[config.mk]
export PLATFORM = sky130hd
export DESIGN_NAME = comma_framer
export DESIGN_NICKNAME = d
export VERILOG_FILES = /design/src/rtl/comma_framer_pkg.sv /design/src/rtl/cf_sync.sv /design/src/rtl/cf_shifter.sv /design/src/rtl/cf_match.sv /design/src/rtl/cf_align.sv /design/src/rtl/comma_framer.sv
export SDC_FILE = /design/constraint.sdc
export NUM_CORES = 1
export LEC_CHECK = 0
export CORE_MARGIN = 3
export CORE_UTILIZATION = 60
export CTS_BUF_LIST = sky130_fd_sc_hd__clkbuf_8
export DETAILED_ROUTE_END_ITERATION = 10
export DONT_BUFFER_PORTS = 1
export PLACE_DENSITY = 0.76
export SYNTH_ARGS = -nofsm -noshare
export SYNTH_HDL_FRONTEND = slang
export SYNTH_HIERARCHICAL = 1
export SYNTH_SLANG_ARGS = --single-unit
[constraint.sdc]
create_clock -name clk -period 4.4 [get_ports clk]
set_clock_uncertainty 0.15 [all_clocks]
set_input_delay 0.22 -clock clk [delete_from_list [all_inputs] [get_ports clk]]
set_output_delay 0.22 -clock clk [all_outputs]
set_load 0.03 [all_outputs]
[src/rtl/comma_framer_pkg.sv]
package comma_framer_pkg;

  localparam int CF_CHAR_W  = 10;
  localparam int CF_COMMA_W = 7;

  typedef enum logic [1:0] {
    SEL_TEST  = 2'b00,
    SEL_SHORT = 2'b01,
    SEL_FULL  = 2'b10,
    SEL_SPARE = 2'b11
  } frame_sel_e;

  // comma prefix, both disparity forms, first-received bit leftmost
  localparam logic [CF_COMMA_W-1:0] SHORT_NEG = 7'b0011111;
  localparam logic [CF_COMMA_W-1:0] SHORT_POS = 7'b1100000;
  // complete K28.5 character, both disparity forms
  localparam logic [CF_CHAR_W-1:0]  FULL_NEG  = 10'b0011111010;
  localparam logic [CF_CHAR_W-1:0]  FULL_POS  = 10'b1100000101;

endpackage

[src/rtl/cf_sync.sv]
module cf_sync #(
  parameter int STAGES = 2
) (
  input  logic clk,
  input  logic rst_n,
  input  logic d,
  output logic q
);
  logic [STAGES-1:0] stage_q;

  generate
    if (STAGES == 1) begin : g_single
      always_ff @(posedge clk or negedge rst_n) begin
        if (!rst_n) stage_q <= '0;
        else        stage_q <= d;
      end
    end else begin : g_chain
      always_ff @(posedge clk or negedge rst_n) begin
        if (!rst_n) stage_q <= '0;
        else        stage_q <= {stage_q[STAGES-2:0], d};
      end
    end
  endgenerate

  assign q = stage_q[STAGES-1];
endmodule

[src/rtl/cf_shifter.sv]
module cf_shifter #(
  parameter int W = 10
) (
  input  logic         clk,
  input  logic         rst_n,
  input  logic         din,
  output logic [W-1:0] win
);
  logic [W-1:0] win_q;
  logic [W-1:0] win_d;

  always_comb win_d = {win_q[W-2:0], din};

  always_ff @(posedge clk or negedge rst_n) begin
    if (!rst_n) win_q <= '0;
    else        win_q <= win_d;
  end

  assign win = win_q;
endmodule

[src/rtl/cf_match.sv]
module cf_match
  import comma_framer_pkg::*;
#(
  parameter int CHAR_W  = CF_CHAR_W,
  parameter int COMMA_W = CF_COMMA_W
) (
  input  logic [CHAR_W-1:0] win,
  input  frame_sel_e        sel,
  output logic              hit
);
  logic short_hit;
  logic full_hit;

  always_comb begin
    short_hit = (win[CHAR_W-1 -: COMMA_W] == SHORT_NEG) ||
                (win[CHAR_W-1 -: COMMA_W] == SHORT_POS);
    full_hit  = (win == FULL_NEG) || (win == FULL_POS);
    // reserved and spare codes fall back to the full-character mode
    hit       = (sel == SEL_SHORT) ? short_hit : full_hit;
  end
endmodule

[src/rtl/cf_align.sv]
module cf_align #(
  parameter int CHAR_W = 10
) (
  input  logic              clk,
  input  logic              rst_n,
  input  logic [CHAR_W-1:0] win,
  input  logic              hit,
  input  logic              en,
  output logic [CHAR_W-1:0] char_out,
  output logic              char_valid,
  output logic              realign,
  output logic              locked
);
  localparam int CNT_W = $clog2(CHAR_W);
  localparam logic [CNT_W-1:0] LAST = CNT_W'(CHAR_W - 1);

  logic [CNT_W-1:0]  cnt_q,   cnt_d;
  logic [CNT_W-1:0]  phase_q, phase_d;
  logic              lock_q,  lock_d;
  logic              valid_q, valid_d;
  logic              moved_q, moved_d;
  logic [CHAR_W-1:0] char_q,  char_d;
  logic              capture;
  logic              boundary;
  logic              char_en;

  always_comb begin
    capture  = hit && en;
    boundary = capture || (lock_q && (cnt_q == phase_q));
    cnt_d    = (cnt_q == LAST) ? '0 : cnt_q + 1'b1;
    phase_d  = capture ? cnt_q : phase_q;
    lock_d   = lock_q || capture;
    moved_d  = capture && (!lock_q || (cnt_q != phase_q));
    valid_d  = boundary;
    char_en  = boundary;
    char_d   = win;
  end

  always_ff @(posedge clk or negedge rst_n) begin
    if (!rst_n) begin
      cnt_q   <= '0;
      phase_q <= '0;
      lock_q  <= 1'b0;
      valid_q <= 1'b0;
      moved_q <= 1'b0;
    end else begin
      cnt_q   <= cnt_d;
      phase_q <= phase_d;
      lock_q  <= lock_d;
      valid_q <= valid_d;
      moved_q <= moved_d;
    end
  end

  always_ff @(posedge clk or negedge rst_n) begin
    if (!rst_n)       char_q <= '0;
    else if (char_en) char_q <= char_d;
  end

  assign char_out   = char_q;
  assign char_valid = valid_q;
  assign realign    = moved_q;
  assign locked     = lock_q;
endmodule

[src/rtl/comma_framer.sv]
module comma_framer
  import comma_framer_pkg::*;
#(
  parameter int CHAR_W      = CF_CHAR_W,
  parameter int COMMA_W     = CF_COMMA_W,
  parameter int SYNC_STAGES = 2
) (
  input  logic              clk,
  input  logic              rst_n,
  input  logic              rx_bit,
  input  logic              reframe_en,
  input  logic [1:0]        frame_sel,
  output logic [CHAR_W-1:0] char_out,
  output logic              char_valid,
  output logic              realign,
  output logic              locked
);
  logic              en_s;
  logic [CHAR_W-1:0] win;
  logic              hit;
  frame_sel_e        sel_e;

  assign sel_e = frame_sel_e'(frame_sel);

  cf_sync #(.STAGES(SYNC_STAGES)) sync_i (
    .clk(clk), .rst_n(rst_n), .d(reframe_en), .q(en_s)
  );

  cf_shifter #(.W(CHAR_W)) shift_i (
    .clk(clk), .rst_n(rst_n), .din(rx_bit), .win(win)
  );

  cf_match #(.CHAR_W(CHAR_W), .COMMA_W(COMMA_W)) match_i (
    .win(win), .sel(sel_e), .hit(hit)
  );

  cf_align #(.CHAR_W(CHAR_W)) align_i (
    .clk(clk), .rst_n(rst_n), .win(win), .hit(hit), .en(en_s),
    .char_out(char_out), .char_valid(char_valid),
    .realign(realign), .locked(locked)
  );
endmodule

### After elaboration in Yosys (flattened, before gate mapping)

Index checks and enable logic that the tools add are counted.

* register bits after elaboration: 33

* muxes and demuxes: 2
* eq/ne operators: 8
* reduce and logical (&&, ||, !) cells: 9
* add/subtract/negate cells: 1

Operators by type and width (count)
* equality test 10 bit (second input constant): 1
* equality test 10 x 8 -> 1 bit (second input constant): 1
* equality test 7 x 5 -> 1 bit (second input constant): 1
* equality test 7 bit (second input constant): 1
* logical OR 1 bit: 5
* adder 4 x 1 -> 4 bit (second input constant): 1
* equality test 4 bit: 1
* equality test 4 bit (second input constant): 1
* two-way mux 4 bit: 1
* != test 4 bit: 1
* logical AND 1 bit: 3
* equality test 2 x 1 -> 1 bit (second input constant): 1
* zero test 1 bit: 1
* two-way mux 1 bit: 1

### Longest topological paths before layout

Gate-level depths: netlist of the first run.

* depth after elaboration: 5
* depth in mapped cells: 7
* mapped depth without buffers: 6

### Modules after synthesis

Netlist of the first run, hierarchy kept.

Modules (own cells, without submodules)
* cf_align: sequential area each 525.5 um^2, cells an instance 60, instances 1, area each 877.1 um^2
* cf_shifter: sequential area each 250.2 um^2, cells an instance 10, instances 1, area each 250.2 um^2
* cf_match: sequential area each 0.0 um^2, cells an instance 11, instances 1, area each 72.6 um^2
* cf_sync: sequential area each 50.0 um^2, cells an instance 2, instances 1, area each 50.0 um^2

### Least setup slack after synthesis of the first run

No wires, ideal clock.

* path kind: register to register
* start: register shift_i.win_q[9], in the netlist shift_i/win[9]
* end: register align_i.char_q[0], in the netlist align_i/char_out[0]
* arrival: 1.729 ns
* stages on the path, launching flop included: 8
* library setup time: 0.125 ns
* slack: 2.396 ns
* clock period less this slack: 2.004 ns
* path through: dfrtp_1 nand4b_1 or3_1 a22oi_1 nand2_1 o31ai_4 buf_6 mux2_4

* cells in the longest elaborated chain, start to end: 5
* elaborated cells between the ends (all ways): 9
* classes of those cells: eq/ne (4); mux (1); reduce/logical (4)

RTL lines
* from (decl): line cf_shifter.sv:9 `logic [W-1:0] win_q;`
* from (signal assigned): line cf_shifter.sv:16 `else win_q <= win_d;`
* equality test 10 x 8 -> 1 bit (tied with other cells): line cf_match.sv:17 `full_hit = (win == FULL_NEG) || (win == FULL_POS);`
* logical OR 1 bit, on equally long branches: line cf_match.sv:17, cf_match.sv:15
* two-way mux 1 bit *: line cf_match.sv:19 `hit = (sel == SEL_SHORT) ? short_hit : full_hit;`
* net hit: line comma_framer.sv:20 `logic hit;`
* logical AND 1 bit *: line cf_align.sv:28 `capture = hit && en;`
* logical OR 1 bit *: line cf_align.sv:29 `boundary = capture || (lock_q && (cnt_q == phase_q));`
* net align_i.boundary: line cf_align.sv:24 `logic boundary;`
* to (signal assigned): line cf_align.sv:57 `else if (char_en) char_q <= char_d;`
* to (decl): line cf_align.sv:22 `logic [CHAR_W-1:0] char_q, char_d;`

The timed path passes the listed nets; every way through them passes the cells marked *.
A chain may end at the register's enable or synchronous reset.

### Worst setup path in the final report of the first run

* start: register align_i.cnt_q[1]
* end: register align_i.char_q[9], in the netlist align_i/char_out[9]

* cells in the longest elaborated chain, start to end: 3

RTL lines
* from (decl): line cf_align.sv:17 `logic [CNT_W-1:0] cnt_q, cnt_d;`
* from (signal assigned): line cf_align.sv:47 `cnt_q <= cnt_d;`
* equality test 4 bit: line cf_align.sv:29
* logical AND 1 bit: line cf_align.sv:29
* logical OR 1 bit: line cf_align.sv:29

Every way passes these cells.

==> metrics.txt, run 1 <==
Final Cycle Share=51.7%; CP max FO=11; delay-heaviest family, CP=compound AO/OA/AOI/OAI gates; most common cell after layout, fill and taps aside=dfrtp_1; setup bufs post-CTS=0; CP arrival=2.29 ns; final hold violations=0; Routed WL per cell=17.9 µm; Setup Viol. Count Final=0; FP Rows=15; Mapped Area=1250 µm²; drt drc=0; Max IR drop VDD=338 µV; Yosys top cell area share=66.1%; Slew HR=49.7%; sequential share of the synthesized area=66.1%; Antenna Nets Post-Route=0; # IOs=19; DRT Pass-1 Iters=5; CP Class=reg2reg; largest net degree at the start of global routing=34; sequential fraction of design power=59.9%; largest stage delay on the critical path=0.74 ns; WHS=0.216 ns; worst skew pair latency=0.27 ns; post-synthesis register bit count=33; Die X=51.6 µm; switching pwr=159 µW; PortBufs=0; DPL Wire Length=1230 µm; die height=51.6 µm; total number of yosys warnings=6; top cells by area, synth=dfrtp_1 66%, mux2_4 11%, mux2_2 3.6%, nand2b_1 2.0%, nand2_1 1.8%; Max Slew Vio Count=0; CTS Buf Count=5; pwr/cell area=450 nW/µm²; leak pwr=0.652 nW; Tot GR Track Use=19.5%; Worst Tran Pin Value=0.755 ns; worst hold path class=reg2reg; synth unique cells=27; initial antenna violation count=0; Setup TNS Final=0 ns; Worst-path clk slew=0.06 ns; starting density of the core=68.0%; mean post-synth cell area=15.1 µm²; Gate power share=6.2%; Crit path required time=4.41 ns; Clock Power Share=34.0%; Vias/cell=5.83; clock sinks=33; CTS Root Cell=clkbuf_8; nets@finish=99; final wirelength=2110 µm; H-tree Lvls=2; die area=2670 µm²; startpoint types=flop; first-iteration detailed-routing DRC count=12; RePlAce Congestion=0.742; synthesized net count=89; maxcap violations=0; cell-internal power=473 µW; CTS tree=yes; CP max-delay cell=o31ai_4; outcome=complete, no violations; gr ovfl total=0; Sw Share=25.1%; Achievable Freq=439 MHz; Cells after Synth=83; area leader, netlist=dfrtp_1; crit end category=flop; CTS Buffer Depth=2; crit path cell chain=nand2b_1 > o2111ai_1 > o31ai_4 > mux2_2; crit path time final=2.28 ns; Core ar.=1840 µm²; RSZ-0062 raised after global routing=false; hold_buf cts=4; post-cts gate resize count=0; vias after detailed routing=688; layout cells sized above 1=24.7%; Synth-to-Final Area Change=12.5%; leading cell types in the layout, fill and taps excluded=33 x dfrtp_1, 9 x mux2_4, 6 x nand2_1, 6 x clkbuf_8; first-pass GRT wire length=3510 µm; fin util=76.5%; Antenna diodes=0; worst path bufs/invs=0; vias in the first global route=679
-- registers in the layout, indices dropped and copies added, names as in the netlist --
signal,count
align_i/char_out,10
shift_i/win,10
align_i/cnt_q,4
align_i/phase_q,4
sync_i/stage_q,2
align_i/char_valid,1
align_i/locked,1
align_i/realign,1
-- worst reg2reg max path, cell delays in order (launching register included) --
cell,delay (ns)
dfrtp_1,0.49
nand2b_1,0.17
o2111ai_1,0.20
o31ai_4,0.75
mux2_2,0.41
-- path summary, 6_finish.rpt --
check                                             from                         endpoint  slack, ns  depth (start not counted)
setup / recovery            align_i/cnt_q[1]$_DFF_PN0_  align_i/char_out[9]$_DFFE_PN0P_       2.12                          4
hold reg to reg            sync_i/stage_q[0]$_DFF_PN0_      sync_i/stage_q[1]$_DFF_PN0_       0.22                          0
min in group asynchronous                        rst_n   align_i/phase_q[0]$_DFFE_PN0P_       0.25                          2
hold / removal             sync_i/stage_q[0]$_DFF_PN0_      sync_i/stage_q[1]$_DFF_PN0_       0.22                          0
max in group asynchronous                        rst_n         shift_i/win[5]$_DFF_PN0_       3.68                          2
setup reg to reg            align_i/cnt_q[1]$_DFF_PN0_  align_i/char_out[9]$_DFFE_PN0P_       2.12                          4
-- cell usage after synthesis --
cell type / instances
or3_1: 1
a31oi_1: 1
mux2_2: 4
a221o_1: 1
dfrtp_1: 33
a22o_1: 1
buf_6: 1
nand4b_1: 1
xor2_1: 1
nor4b_1: 1
nand2b_1: 4
inv_1: 2
a21oi_1: 1
mux2i_1: 1
nand3_1: 1
and4bb_2: 1
inv_2: 1
o21ai_0: 3
nor2b_1: 1
nor2_1: 3
o31ai_4: 1
o2111ai_1: 1
a22oi_1: 1
nand2_1: 6
xnor2_1: 1
mux2_4: 9
nor3_1: 1
-- power groups by stage --
stage | Clock [mW] | Combinational (mW) | Sequential, mW
3_5_place_dp | 0 | 0.0286 | 0.385
3_3_place_gp | 0 | 0.0281 | 0.383
5_1_grt | 0.235 | 0.0428 | 0.382
4_1_cts | 0.221 | 0.0396 | 0.379
6_report | 0.215 | 0.0390 | 0.379
2_1_floorplan | 0 | 0.0263 | 0.378
-- per-layer routing --
layer | global-route usage, % | vias to the layer above | part of all wire [%]
met5 | 0 | - | 0
met4 | 7.86 | 0 | 1.4
met3 | 8.60 | 3 | 5.5
met2 | 30.1 | 25 | 46
met1 | 23.9 | 345 | 47
li1 | - | 315 | -
-- logic make-up after synthesis --
group / after synthesis / share of synthesized area (%)
buffers and inverters: 4 / 1.80
muxes: 14 / 15.2
DFF: 33 / 66.1
AOI/OAI and AO/OA: 10 / 6.61
xor gates and xnor gates: 2 / 1.40
and+or+nand+nor: 20 / 8.91
-- metrics by stage --
step                cells  worst slack (ns)  total power, mW  area, µm²
floorplan              83              2.40            0.405       1250
global placement      107              2.22            0.411       1270
detailed placement    107              2.16            0.413       1270
CTS                   118              2.15            0.640       1410
global route          118              1.93            0.660       1410
finish                118              2.12            0.633       1410
-- cell type report --
cell class	instances	area (µm²)
Sequential cell	33	826
Fill cell	126	433
Multi-Input combinational cell	46	402
Clock buffer	6	82.6
Timing Repair Buffer	4	50.0
Tap cell	25	31.3
Inverter	3	11.3
Clock inverter	1	3.75
(Power assumes the default switching activity.)
==> inputs of run 2 (changes only) <==
clock period = 2.23 ns   (was 4.4 ns; I/O delays follow)
==> run 2 against run 1 <==
Compared with the run above: cell area increased by 3.1%; critical path depth is 3 higher; count of clock-buffer cells in the layout did not move; clock power rose by 99%; first-iteration DRC count rose by 42%; non-clock buffer count is 5 higher; combinational power is 120% higher; power up 99%; largest cell class unchanged; largest power group unchanged.
==> metrics.txt, run 2 (synthesized netlist as in run 1, its figures left out) <==
Core ar.=1840 µm² (unchanged); Max Slew Vio Count=0 (unchanged); CP arrival=2.13 ns (-0.16 ns); vias after detailed routing=680 (-1.2%); CP max FO=7 (-4); Antenna Nets Post-Route=0 (unchanged); die height=51.6 µm (unchanged); CTS Buffer Depth=2 (unchanged); Placed Cells=109 (+1.9%); WHS=0.154 ns (-0.0626 ns); DPL Wire Length=1240 µm (+0.89%); layout cells sized above 1=29.6% (+4.9 points); Tot GR Track Use=18.2% (-1.3 points); Post-Layout Cell Count=123 (+4.2%); die area=2670 µm² (unchanged); PortBufs=0 (unchanged); CP max-delay cell=dfrtp_1; CTS Root Cell=clkbuf_8; final hold violations=0 (unchanged); Synth-to-Final Area Change=16.0%; outcome=complete, no violations; total power=1.26 mW (+99%); CTS Buf Count=5 (unchanged); Setup TNS Final=0 ns (unchanged); Antenna diodes=0 (unchanged); # IOs=19 (unchanged); Worst-path clk slew=0.06 ns (about the same); Die X=51.6 µm (unchanged); drt drc=0 (unchanged); Final Cycle Share=95.2% (+43 points); Final WS setup=0.106 ns (-2.02 ns); design area=1450 µm² (+3.1%); worst path bufs/invs=1 (+1); leak pwr=0.679 nW (+4.2%); Max IR drop VDD=677 µV (+100%); Placed Area=1280 µm² (+1.2%); crit path cell chain=nand4b_1 > or3_1 > a22oi_1 > nand2_1 > o31ai_4 > buf_4 > mux2_4; first-pass GRT wire length=3330 µm (-5.1%); first-iteration detailed-routing DRC count=17 (+5); vias in the first global route=704 (+3.7%); CTS tree=yes; largest net degree at the start of global routing=34 (unchanged); Setup Viol. Count Final=0 (unchanged); largest stage delay on the critical path=0.40 ns (-0.34 ns); nets@finish=104 (+5.1%); startpoint types=flop; CP Class=reg2reg; maxcap violations=0 (unchanged); crit path time final=2.12 ns (-0.153 ns); Crit path required time=2.23 ns (-2.18 ns); Slew HR=77.1% (+27 points); Worst Tran Pin Value=0.343 ns (-0.412 ns); initial antenna violation count=0 (unchanged); RSZ-0062 raised after global routing=false; gr ovfl total=0 (unchanged); H-tree Lvls=2 (unchanged); Routed WL per cell=16.4 µm (-8.2%); DRT Pass-1 Iters=4 (-1); worst skew pair latency=0.27 ns (about the same); pre-CTS setup slack=0.0221 ns (-2.14 ns); pwr/cell area=866 nW/µm² (+93%); Vias/cell=5.53 (-5.2%); RePlAce Congestion=0.732 (-1.3%); Fillers=120 (-4.8%); clock sinks=33 (unchanged); FP Rows=15 (unchanged); crit end category=flop; leading cell types in the layout, fill and taps excluded=33 x dfrtp_1, 9 x mux2_4, 6 x nand2_1, 6 x clkbuf_8, 5 x buf_4; Achievable Freq=471 MHz (+7.2%); starting density of the core=68.0% (unchanged); final wirelength=2020 µm (-4.4%); fin util=78.8% (+2.4 points); worst hold path class=in2async; most common cell after layout, fill and taps aside=dfrtp_1; delay-heaviest family, CP=simple AND/OR/NAND/NOR gates
run 2: changes by cell type in the layout (fill, tap and decap cells not counted), sizes merged:
| cell | before | now |
|---|---|---|
| buf | 1 | 6 |
run 2: where the power goes:
part / internal [mW] / switching, mW / total, mW
registers: 0.645 / 0.0990 / 0.744
logic: 0.0529 / 0.0319 / 0.0848
clock network: 0.240 / 0.188 / 0.428
run 2: area by class of cell:
class                   count  area [µm²]  share of cell area [%]
clock buffers               6        82.6                    5.69
flip-flops and latches     33         826                    56.9
clock inverters             1        3.75                   0.259
multi-input cells          46         408                    28.1
repair buffers              9        87.6                    6.04
inverters                   3        11.3                   0.777
well taps                  25        31.3                    2.16
run 2: path summary, 6_finish.rpt:
path,slack (ns),startpoint,cells past startpoint,end
setup / recovery,0.11,shift_i/win[9]$_DFF_PN0_,7,align_i/char_out[7]$_DFFE_PN0P_
hold / removal,0.15,rst_n,2,align_i/phase_q[3]$_DFFE_PN0P_
setup reg to reg,0.11,shift_i/win[9]$_DFF_PN0_,7,align_i/char_out[7]$_DFFE_PN0P_
hold reg to reg,0.22,sync_i/stage_q[0]$_DFF_PN0_,0,sync_i/stage_q[1]$_DFF_PN0_
max in group asynchronous,1.61,rst_n,2,shift_i/win[6]$_DFF_PN0_
min in group clk,0.22,sync_i/stage_q[0]$_DFF_PN0_,0,sync_i/stage_q[1]$_DFF_PN0_
run 2: timing repair:
action	CTS	global route
gates resized for setup	0	1
setup buffers	0	3
hold buffers	4	0
setup endpoints to repair	0	10
hold endpoints to repair	35	0
run 2: layer usage:
metal / vias up / track usage (%) / routed length (µm)
met5: - / 0 / 0
met4: 0 / 7.86 / 32
met3: 5 / 8.88 / 131
met2: 20 / 29.0 / 948
met1: 334 / 20.7 / 905
li1: 321 / - / -
==> inputs of run 3 (changes only) <==
RECOVER_POWER = 50   (was default)
==> run 3 against run 2 <==
Compared with the run above: sequential power about the same; wire length down 0.84%; final cell count unchanged; fmax up 0.44%; register-to-register slack about the same; via count up 1.0%; clock power about the same; utilization down 0.41 points; non-clock buffer count unchanged; critical endpoint unchanged; largest cell class unchanged; largest power group unchanged.
==> metrics.txt, run 3 (synthesized netlist as in run 1, its figures left out) <==
outcome=complete, no violations; Die X=51.6 µm (unchanged); clock sinks=33 (unchanged); routing usage on met3=8.88% (unchanged); worst hold path class=reg2reg; Max Slew Vio Count=0 (unchanged); leading cell types in the layout, fill and taps excluded=33 x dfrtp_1, 9 x mux2_4, 6 x nand2_1, 6 x clkbuf_8, 5 x buf_4; Setup TNS Final=0 ns (unchanged); first-iteration detailed-routing DRC count=16 (-1); CP Class=reg2reg; Routed WL per cell=16.3 µm (-0.84%); CTS Buffer Depth=2 (unchanged); vias in the first global route=704 (unchanged); initial antenna violation count=0 (unchanged); PortBufs=0 (unchanged); CP arrival=2.12 ns (about the same); layout cells sized above 1=28.6% (-1.0 points); nets@finish=104 (unchanged); largest net degree at the start of global routing=34 (unchanged); H-tree Lvls=2 (unchanged); CTS Buf Count=5 (unchanged); HP Start=sync_i/stage_q[0]$_DFF_PN0_; GRT busiest layer=met2; Core ar.=1840 µm² (unchanged); most common cell after layout, fill and taps aside=dfrtp_1; startpoint types=flop; total power=1.25 mW (-0.23%); Reg2Reg Launch Point=shift_i/win[9]$_DFF_PN0_; Slew HR=9.48% (-68 points); CTS Root Cell=clkbuf_8; pwr/cell area=869 nW/µm² (+0.29%); Vias/cell=5.59 (+1.0%); cell-internal power=935 µW (-0.23%); Clock Power Share=34.2% (+0.2 points); crit end category=flop; Sw Share=25.4% (about the same); fin util=78.4% (-0.41 points); CTS tree=yes; Antenna Nets Post-Route=0 (unchanged); vias after detailed routing=687 (+1.0%); Post-Layout Cell Count=123 (unchanged); Critical Path Start=shift_i/win[9]$_DFF_PN0_; RSZ-0062 raised after global routing=false; Achievable Freq=473 MHz (+0.44%); first-pass GRT wire length=3330 µm (unchanged); gr ovfl total=0 (unchanged); Tot GR Track Use=18.2% (unchanged); met1 usage=20.7% (unchanged); Worst Tran Pin Value=1.36 ns (+1.01 ns); Final WS setup=0.115 ns (+0.00922 ns); met2 Use GR=29.0% (unchanged); switching pwr=318 µW (-0.24%); final wirelength=2000 µm (-0.84%); final hold violations=0 (unchanged); Placed Cells=109 (unchanged); Worst-path clk slew=0.06 ns (about the same); die area=2670 µm² (unchanged); Antenna diodes=0 (unchanged); RePlAce Congestion=0.732 (unchanged); maxcap violations=0 (unchanged); sequential fraction of design power=59.3% (about the same); die height=51.6 µm (unchanged); Gate power share=6.5% (-0.3 points); Setup Viol. Count Final=0 (unchanged); CP max FO=7 (unchanged); Max IR drop VDD=679 µV (+0.24%); leak pwr=0.682 nW (+0.54%); drt drc=0 (unchanged); FP Rows=15 (unchanged); Final Cycle Share=94.8% (-0.41 points); Crit path required time=2.23 ns (about the same); Synth-to-Final Area Change=15.4%; DPL Wire Length=1240 µm (unchanged); starting density of the core=68.0% (unchanged); pre-CTS setup slack=0.0221 ns (unchanged); crit path time final=2.11 ns (-0.00922 ns); DRT Pass-1 Iters=4 (unchanged); # IOs=19 (unchanged); worst skew pair latency=0.27 ns (about the same)
## run 3: cell count changes in the layout (fill, tap and decap cells not counted)
| cell | change |
|---|---|
| buf_12 | -1 |
| dlymetal6s4s_1 | +1 |
## run 3: worst paths after layout
kind                                                         to  slack, ns  depth (start not counted)
worst max-delay path            align_i/char_out[7]$_DFFE_PN0P_       0.12                          7
min in group asynchronous              shift_i/win[7]$_DFF_PN0_       0.66                          2
worst max register to register  align_i/char_out[7]$_DFFE_PN0P_       0.12                          7
worst min-delay path                sync_i/stage_q[1]$_DFF_PN0_       0.22                          0
max in group asynchronous        align_i/phase_q[1]$_DFFE_PN0P_       0.48                          2
worst min register to register      sync_i/stage_q[1]$_DFF_PN0_       0.22                          0
## run 3: per-layer routing
layer,part of all wire (%),routed length (µm)
met1,44,881
met2,49,971
met3,6.5,131
met4,0.80,16
met5,0,0
## run 3: per-stage QoR
| stage | cell area (µm²) | hold WS (ns) |
|---|---|---|
| 5_1_grt | 1440 | 0.237 |
| 4_1_cts | 1420 | 0.134 |
| 3_5_place_dp | 1280 | -0.333 |
| 6_report | 1440 | 0.219 |
| 3_3_place_gp | 1280 | -0.333 |
| 2_1_floorplan | 1250 | -0.334 |
## run 3: worst max-delay path: stages, from the launching register on
cell      delay (ns)
dfrtp_1         0.40
nand4b_1        0.19
or3_1           0.32
a22oi_1         0.15
nand2_1         0.14
o31ai_4         0.10
buf_4           0.23
mux2_4          0.32
## run 3: final cells by class
cell class / count / area, µm²
Fill cell: 122 / 397
Tap cell: 25 / 31.3
Clock buffer: 6 / 82.6
Clock inverter: 1 / 3.75
Timing Repair Buffer: 9 / 80.1
Sequential cell: 33 / 826
Multi-Input combinational cell: 46 / 408
Inverter: 3 / 11.3
## run 3: timing repair
action,in CTS,in global routing
hold endpoints to repair,35,0
setup buffers,0,3
endpoints found under the setup margin,0,10
gates resized for setup,0,1
hold buffers,4,0
## run 3: power groups by stage
stage	logic [mW]	registers, mW	clock network [mW]
5_1_grt	0.0901	0.752	0.456
3_5_place_dp	0.0639	0.754	0
4_1_cts	0.0841	0.743	0.435
6_report	0.0817	0.744	0.428
2_1_floorplan	0.0519	0.746	0
3_3_place_gp	0.0626	0.751	0
